`config.mk`:
```
export PLATFORM = sky130hd
export DESIGN_NAME = cfg_access_unit
export DESIGN_NICKNAME = d
export VERILOG_FILES = /design/src/rtl/cfg_pkg.sv /design/src/rtl/cfg_strap_capture.sv /design/src/rtl/cfg_addr_decode.sv /design/src/rtl/cfg_reg_bank.sv /design/src/rtl/cfg_access_unit.sv
export SDC_FILE = /design/constraint.sdc
export NUM_CORES = 1
export LEC_CHECK = 0
export ABC_AREA = 1
export BUFFER_PORTS_ARGS = -buffer_cell sky130_fd_sc_hd__buf_2
export CORE_AREA = 2 2 103 105
export DETAILED_ROUTE_END_ITERATION = 16
export DIE_AREA = 0 0 105 107
export GPL_TIMING_DRIVEN = 0
export PLACE_DENSITY = 0.67
export SLEW_MARGIN = 20
export SYNTH_ARGS = -nofsm -noshare
export SYNTH_HDL_FRONTEND = slang
export SYNTH_SLANG_ARGS = --single-unit
```
`constraint.sdc`:
```
create_clock -name clk -period 2.4 [get_ports clk]
set_clock_uncertainty 0.1 [all_clocks]
set_input_delay 0.48 -clock clk [delete_from_list [all_inputs] [get_ports clk]]
set_output_delay 0.48 -clock clk [all_outputs]
set_load 0.02 [all_outputs]
```
`src/rtl/cfg_pkg.sv`:
```
package cfg_pkg;
  localparam int unsigned DW     = 32;
  localparam int unsigned BE_W   = DW / 8;
  localparam int unsigned PORT_W = 14;
  localparam int unsigned IDX_W  = 6;
  localparam int unsigned DEV_W  = 5;

  typedef logic [DW-1:0] dword_t;

  // dword-granular I/O ports
  localparam logic [PORT_W-1:0] PORT_SEL  = 14'h33E;
  localparam logic [PORT_W-1:0] PORT_DATA = 14'h33F;

  // register indices (dword)
  localparam logic [IDX_W-1:0] IDX_IDS     = 6'd0;
  localparam logic [IDX_W-1:0] IDX_CMDSTAT = 6'd1;
  localparam logic [IDX_W-1:0] IDX_CLASS   = 6'd2;
  localparam logic [IDX_W-1:0] IDX_BUSVER  = 6'd16;
  localparam logic [IDX_W-1:0] IDX_SCRATCH = 6'd17;
  localparam logic [IDX_W-1:0] IDX_IDENT   = 6'd18;
  localparam logic [IDX_W-1:0] IDX_RSTCTL  = 6'd19;

  // selector bits that hold state
  localparam dword_t SEL_KEEP = 32'h80FF_FFFC;
  localparam int unsigned RST_TRIG_BIT = 1;

  function automatic dword_t lane_merge(input dword_t old_v, input dword_t new_v,
                                        input logic [BE_W-1:0] be);
    dword_t r;
    r = old_v;
    for (int b = 0; b < int'(BE_W); b++) begin
      if (be[b]) r[b*8 +: 8] = new_v[b*8 +: 8];
    end
    return r;
  endfunction
endpackage

```
`src/rtl/cfg_strap_capture.sv`:
```
module cfg_strap_capture #(
  parameter int unsigned ID_W = 2
) (
  input  logic            clk,
  input  logic            rst_n,
  input  logic            pwr_good,
  input  logic [ID_W-1:0] strap_in,
  output logic [ID_W-1:0] id_q,
  output logic            pg_rise
);
  logic            pg_q;
  logic [ID_W-1:0] id_d;

  // rise seen when level is high and the sampled copy is low
  assign pg_rise = pwr_good & ~pg_q;

  always_comb begin
    id_d = id_q;
    if (pg_rise) id_d = strap_in;
  end

  always_ff @(posedge clk or negedge rst_n) begin
    if (!rst_n) begin
      pg_q <= 1'b0;
      id_q <= '0;
    end else begin
      pg_q <= pwr_good;
      id_q <= id_d;
    end
  end
endmodule

```
`src/rtl/cfg_addr_decode.sv`:
```
module cfg_addr_decode
  import cfg_pkg::*;
(
  input  logic              clk,
  input  logic              rst_n,
  input  logic              soft_rst,
  input  logic              io_req,
  input  logic              io_wr,
  input  logic [PORT_W-1:0] io_port,
  input  logic [BE_W-1:0]   io_be,
  input  dword_t            io_wdata,
  input  logic [DEV_W-1:0]  own_dev,
  output dword_t            sel_q,
  output logic              at_sel,
  output logic              at_data,
  output logic              hit,
  output logic [IDX_W-1:0]  reg_idx
);
  dword_t sel_d;
  logic   sel_load;

  assign at_sel   = io_req && (io_port == PORT_SEL);
  assign at_data  = io_req && (io_port == PORT_DATA);
  assign sel_load = at_sel && io_wr && (io_be == {BE_W{1'b1}});

  // selector layout: [31] enable, [23:16] bus, [15:11] device, [10:8] function, [7:2] index
  assign hit     = sel_q[31] && (sel_q[23:16] == 8'h00) &&
                   (sel_q[15:11] == own_dev) && (sel_q[10:8] == 3'b000);
  assign reg_idx = sel_q[7:2];

  always_comb begin
    sel_d = sel_q;
    if (soft_rst)      sel_d = '0;
    else if (sel_load) sel_d = io_wdata & SEL_KEEP;
  end

  always_ff @(posedge clk or negedge rst_n) begin
    if (!rst_n) sel_q <= '0;
    else        sel_q <= sel_d;
  end
endmodule

```
`src/rtl/cfg_reg_bank.sv`:
```
module cfg_reg_bank
  import cfg_pkg::*;
#(
  parameter int unsigned STAT_W      = 5,
  parameter logic [15:0] CMD_WMASK   = 16'h0146,
  parameter dword_t      SCRATCH_RST = 32'h0000_0000
) (
  input  logic             clk,
  input  logic             rst_n,
  input  logic             soft_rst,
  input  logic             wr_en,
  input  logic [IDX_W-1:0] wr_idx,
  input  logic [BE_W-1:0]  wr_be,
  input  dword_t           wr_data,
  input  logic [STAT_W-1:0] err_evt,
  output logic [15:0]      cmd_q,
  output logic [STAT_W-1:0] stat_q,
  output logic [7:0]       bus_q,
  output logic [7:0]       ver_q,
  output dword_t           scr_q,
  output logic             trig_q
);
  localparam int unsigned STAT_LSB = DW - STAT_W;

  logic [15:0]       cmd_d;
  logic [STAT_W-1:0] stat_d;
  logic [7:0]        bus_d, ver_d;
  dword_t            scr_d;
  logic              trig_d;
  logic              wr_cmd, wr_busver, wr_scr, wr_rst;
  dword_t            cmd_merged, scr_merged;

  assign wr_cmd    = wr_en && (wr_idx == IDX_CMDSTAT);
  assign wr_busver = wr_en && (wr_idx == IDX_BUSVER);
  assign wr_scr    = wr_en && (wr_idx == IDX_SCRATCH);
  assign wr_rst    = wr_en && (wr_idx == IDX_RSTCTL);

  assign cmd_merged = lane_merge({16'h0000, cmd_q}, wr_data, wr_be);
  assign scr_merged = lane_merge(scr_q, wr_data, wr_be);

  // command: read/write only where the mask allows
  always_comb begin
    cmd_d = cmd_q;
    if (soft_rst)    cmd_d = '0;
    else if (wr_cmd) cmd_d = cmd_merged[15:0] & CMD_WMASK;
  end

  // status: one write-one-to-clear cell per bit, set wins
  for (genvar i = 0; i < int'(STAT_W); i++) begin : g_stat
    logic clr_i;
    assign clr_i     = wr_cmd && wr_be[BE_W-1] && wr_data[STAT_LSB + i];
    assign stat_d[i] = soft_rst ? 1'b0 : (err_evt[i] | (stat_q[i] & ~clr_i));
  end

  // preserved bytes: soft reset deliberately not consulted
  always_comb begin
    bus_d = bus_q;
    ver_d = ver_q;
    if (wr_busver && wr_be[0]) bus_d = wr_data[7:0];
    if (wr_busver && wr_be[1]) ver_d = wr_data[15:8];
  end

  always_comb begin
    scr_d = scr_q;
    if (soft_rst)    scr_d = SCRATCH_RST;
    else if (wr_scr) scr_d = scr_merged;
  end

  always_comb begin
    trig_d = trig_q;
    if (soft_rst)                trig_d = 1'b0;
    else if (wr_rst && wr_be[0]) trig_d = wr_data[RST_TRIG_BIT];
  end

  always_ff @(posedge clk or negedge rst_n) begin
    if (!rst_n) begin
      cmd_q  <= '0;
      stat_q <= '0;
      scr_q  <= SCRATCH_RST;
      trig_q <= 1'b0;
    end else begin
      cmd_q  <= cmd_d;
      stat_q <= stat_d;
      scr_q  <= scr_d;
      trig_q <= trig_d;
    end
  end

  always_ff @(posedge clk or negedge rst_n) begin
    if (!rst_n) begin
      bus_q <= '0;
      ver_q <= '0;
    end else begin
      bus_q <= bus_d;
      ver_q <= ver_d;
    end
  end
endmodule

```
`src/rtl/cfg_access_unit.sv`:
```
module cfg_access_unit
  import cfg_pkg::*;
#(
  parameter logic [15:0]     VENDOR_ID   = 16'h1D5A,
  parameter logic [15:0]     DEVICE_ID   = 16'h0C51,
  parameter logic [7:0]      REV_ID      = 8'h03,
  parameter logic [23:0]     CLASS_CODE  = 24'h060000,
  parameter logic [DEV_W-1:0] DEV_PATTERN = 5'b11001,
  parameter int unsigned     ID_W        = 2,
  parameter int unsigned     STAT_W      = 5,
  parameter logic [15:0]     CMD_WMASK   = 16'h0146,
  parameter logic [31:0]     SCRATCH_RST = 32'h0000_0000
) (
  input  logic              clk,
  input  logic              rst_n,
  input  logic              pwr_good,
  input  logic [ID_W-1:0]   strap_id,
  input  logic [STAT_W-1:0] err_evt,
  input  logic              io_req,
  input  logic              io_wr,
  input  logic [13:0]       io_port,
  input  logic [3:0]        io_be,
  input  logic [31:0]       io_wdata,
  output logic              io_claim,
  output logic [31:0]       io_rdata,
  output logic              hard_rst_o
);
  localparam int unsigned FIX_W = DEV_W - ID_W;

  logic [ID_W-1:0]   id_q;
  logic              pg_rise;
  logic [DEV_W-1:0]  own_dev;
  dword_t            sel_q;
  logic              at_sel, at_data, hit;
  logic [IDX_W-1:0]  reg_idx;
  logic              soft_rst, bank_wr;
  logic [15:0]       cmd_q;
  logic [STAT_W-1:0] stat_q;
  logic [7:0]        bus_q, ver_q;
  dword_t            scr_q, bank_rd;
  logic              trig_q;

  assign own_dev  = {DEV_PATTERN[DEV_W-1:ID_W], id_q};
  assign soft_rst = trig_q;
  assign bank_wr  = at_data && io_wr && hit;

  cfg_strap_capture #(.ID_W(ID_W)) u_strap (
    .clk      (clk),
    .rst_n    (rst_n),
    .pwr_good (pwr_good),
    .strap_in (strap_id),
    .id_q     (id_q),
    .pg_rise  (pg_rise)
  );

  cfg_addr_decode u_dec (
    .clk      (clk),
    .rst_n    (rst_n),
    .soft_rst (soft_rst),
    .io_req   (io_req),
    .io_wr    (io_wr),
    .io_port  (io_port),
    .io_be    (io_be),
    .io_wdata (io_wdata),
    .own_dev  (own_dev),
    .sel_q    (sel_q),
    .at_sel   (at_sel),
    .at_data  (at_data),
    .hit      (hit),
    .reg_idx  (reg_idx)
  );

  cfg_reg_bank #(
    .STAT_W      (STAT_W),
    .CMD_WMASK   (CMD_WMASK),
    .SCRATCH_RST (SCRATCH_RST)
  ) u_bank (
    .clk      (clk),
    .rst_n    (rst_n),
    .soft_rst (soft_rst),
    .wr_en    (bank_wr),
    .wr_idx   (reg_idx),
    .wr_be    (io_be),
    .wr_data  (io_wdata),
    .err_evt  (err_evt),
    .cmd_q    (cmd_q),
    .stat_q   (stat_q),
    .bus_q    (bus_q),
    .ver_q    (ver_q),
    .scr_q    (scr_q),
    .trig_q   (trig_q)
  );

  // register read mux; unlisted indices are reserved and read zero
  always_comb begin
    bank_rd = '0;
    case (reg_idx)
      IDX_IDS:     bank_rd = {DEVICE_ID, VENDOR_ID};
      IDX_CMDSTAT: bank_rd = {stat_q, {(16-STAT_W){1'b0}}, cmd_q};
      IDX_CLASS:   bank_rd = {CLASS_CODE, REV_ID};
      IDX_BUSVER:  bank_rd = {16'h0000, ver_q, bus_q};
      IDX_SCRATCH: bank_rd = scr_q;
      IDX_IDENT:   bank_rd = {16'h0000, {(8-ID_W){1'b0}}, id_q,
                              {(8-DEV_W){1'b0}}, own_dev};
      IDX_RSTCTL:  bank_rd = dword_t'(trig_q) << RST_TRIG_BIT;
      default:     bank_rd = '0;
    endcase
  end

  always_comb begin
    io_rdata = '0;
    if (!io_wr) begin
      if (at_sel)       io_rdata = sel_q;
      else if (at_data) io_rdata = hit ? bank_rd : '1;
    end
  end

  assign io_claim   = at_sel || at_data;
  assign hard_rst_o = trig_q;

  // FIX_W kept for documentation of the split between pattern and straps
  if (FIX_W == 0) begin : g_no_fixed
  end
endmodule

```
==> impl_results.md <==
- Outcome: finished, violations left
- Violated checks: negative setup slack
- CP Max Fanout: 5
- Yosys top cell by area: dfrtp_1
- Filler Cell Count: a little under 900
- Placed Cells: 808
- Non-filler cells, final: 856
- Clock Path Buffers: 2
- Hold slack: 0.129 ns
- GPL Wtd Cong: 0.897
- Share of layout cells above drive strength 1: 37.1%
- Final core occ: 63.0%
- Max-cap violations: 0
- Initial core utilization: ~44%
- First-pass DRT Iterations: 5
- Worst Setup Start Kind: flip-flop
- Total GRT Usage: about 27%
- Yosys top cell area share: a little under half
- Worst Setup End Kind: output port
- Area Overhead vs Synth: 42.8%
- Slew Limit Fails: 0
- Power Total: 2.61 mW
- Critical Path, Cell by Cell: inv_1, nand2_2, nor3_4, buf_6, buf_4, a21oi_2, nand3_2, o21ai_2, nand2_2, buf_6
- Max frequency: 380 MHz
- Crit path DAT: just over 2 ns
- HPWL after detailed placement: 9.71 mm
- Critical path type: flip-flop to output port
- Initial antenna violation count: 0
- Die height: 107 µm
- Avg WL per Cell: roughly 18 µm
- Final period util: 110%
- CP max stage cell: dfrtp_1
- Seq/Total Area, Yosys: 47.2%
- N_diodes: 0
- Most frequent cells in the layout: nand2_1, dfrtp_1, buf_2, nand3_1, o21ai_1
- Grt ovf: 0
- Core Region: 0.0101 mm²
- YS warnings: 0
- Port Buffer Count: 95
- Worst VDD drop: 0.245 mV
- Total number of vias: 4731
- Prevailing post-synth register cell: dfrtp_1
- Drt first-iter violations: 361
- Synth Instances: 576
- Final Critical Period: between 2 and 3 ns
- Final Worst Setup Slack: -0.231 ns
- CTS tree: yes
- Die width: 105 µm
- Final setup fails: 32
- Reg2Reg Setup Slack: 0.29 ns
- DRC viols: 0
- Worst hold path type: input pin to flip-flop
- Synthesis-stage register bit count: 84
- Root Driver: clkbuf_8
- Post-route cell area: 0.00636 mm²
- Antenna-violating nets left: 0
- Largest cells by area after synthesis: dfrtp_1, nand2_1, nand3_1, o21ai_0, inv_1
- Unrepaired setup endpoints after global routing: true
- Worst-Margin Slew: 0.585 ns
- Setup TNS: -3.41 ns
- Clk sinks: 84
- Req. time, crit path: 1.82 ns
- Hold path depth: 1
- Cell area after synthesis: 0.00445 mm²
- CP max stage delay: 0.46 ns
- Worst-path clk slew: 0.08 ns
- Vias in the first global route: 4599
- FF-to-FF path depth: 13
- PD cells: 410 mW/mm²
- Skew-Pair Late Insertion Delay: ~0.37 ns
- Die area: between 0.01 and 0.015 mm²
- DP Worst Slack: -0.596 ns
- Global-route wire length before repair: 23.4 mm
- Num ports: 96
- Cell Area, Placed: 0.00513 mm²
- Via/cell ratio: 5.53
- Mean Syn Cell Area: 7.73 µm²
- Rows: 37
- Slew HR: 61.0%
- Static Leak: between 3 and 4 nW
- Syn Nets: 638
- Final hold vios: 0
- Final nets: 778
- EDFF count, synth: 0
- H-tree depth: 3
- Post-synth cell types: 33
- Most common cell after layout, fill and taps aside: nand2_1
- Cts bufs inserted: 9
- Final WL: 15.4 mm
- Post-synth ARST share: 100%
- Largest net degree at the start of global routing: 58
[kinds of logic (layout without fill, tap and decap cells)]
logic type | Yosys count | count (layout) | synth area share (%)
compound gates | 131 | 131 | 16.5
buf+inv | 79 | 223 | 7.53
simple gates | 282 | 282 | 28.7
flops | 84 | 84 | 47.2
[synthesized netlist by cell type (11+ instances only)]
master      n
a21oi_1    29
buf_2      13
clkbuf_1   11
dfrtp_1    84
inv_1      44
nand2_1   165
nand3_1    50
nand4_1    15
nor2_1     27
o21ai_0    42
o21ai_1    30
[path summary, 6_finish.rpt]
path | end | start
setup / recovery | io_rdata[8] | u_dec.sel_q[7]
hold / removal | u_strap.pg_q | pwr_good
setup reg to reg | u_bank.scr_q[6] | u_dec.sel_q[23]
hold reg to reg | u_bank.scr_q[24] | u_bank.scr_q[24]
max in group asynchronous | u_dec.sel_q[3] | rst_n
min in group asynchronous | u_bank.scr_q[21] | rst_n
[report_power, final]
part / leakage (nW) / internal, mW / total [mW] / switching (mW)
clock network: 0.0935 / 0.504 / 1.02 / 0.514
logic: 1.89 / 0.0650 / 0.165 / 0.100
registers: 1.13 / 1.42 / 1.43 / 0.00585
total: 3.11 / 1.99 / 2.61 / 0.620
[repair_timing]
item                                    4_1_cts  5_1_grt
cloned                                        5        1
setup buffers                                24        2
hold endpoints to repair                     27        0
hold buffers                                  1        0
gates resized for setup                     153       57
pin swaps                                    25       24
endpoints found under the setup margin       32       32
[per-layer routing]
| metal | up-vias | wire (µm) | GRT usage (%) |
|---|---|---|---|
| li1 | 2191 | - | - |
| met4 | 0 | 550 | 11.0 |
| met1 | 2245 | 6210 | 35.5 |
| met2 | 251 | 7400 | 44.1 |
| met3 | 44 | 1230 | 5.35 |
| met5 | - | 0 | 0 |
[worst max-delay path: cells and delay by family (launching register included)]
family | cells | cell delay [ns]
buffers and inverters | 4 | 0.50
and+or+nand+nor | 4 | 0.42
AOI/OAI and AO/OA | 2 | 0.31
DFF | 1 | 0.46
[state kept, by name (all words and copies together) (netlist names)]
register       count
u_bank.scr_q      32
u_dec.sel_q       23
u_bank.bus_q       8
u_bank.ver_q       8
u_bank.stat_q      5
u_bank.cmd_q       4
u_strap.id_q       2
u_bank.trig_q      1
u_strap.pg_q       1
[area by class of cell]
class,instances,area [µm²],area share (%)
Clock inverter,2,35.0,0.551
Sequential cell,84,2100,33.1
Timing Repair Buffer,129,1040,16.4
Tap cell,136,170,2.68
Multi-Input combinational cell,413,2370,37.3
Inverter,48,203,3.19
Clock buffer,13,149,2.34
Buffer,31,287,4.50
No activity file was read; power rests on OpenSTA's default activity.
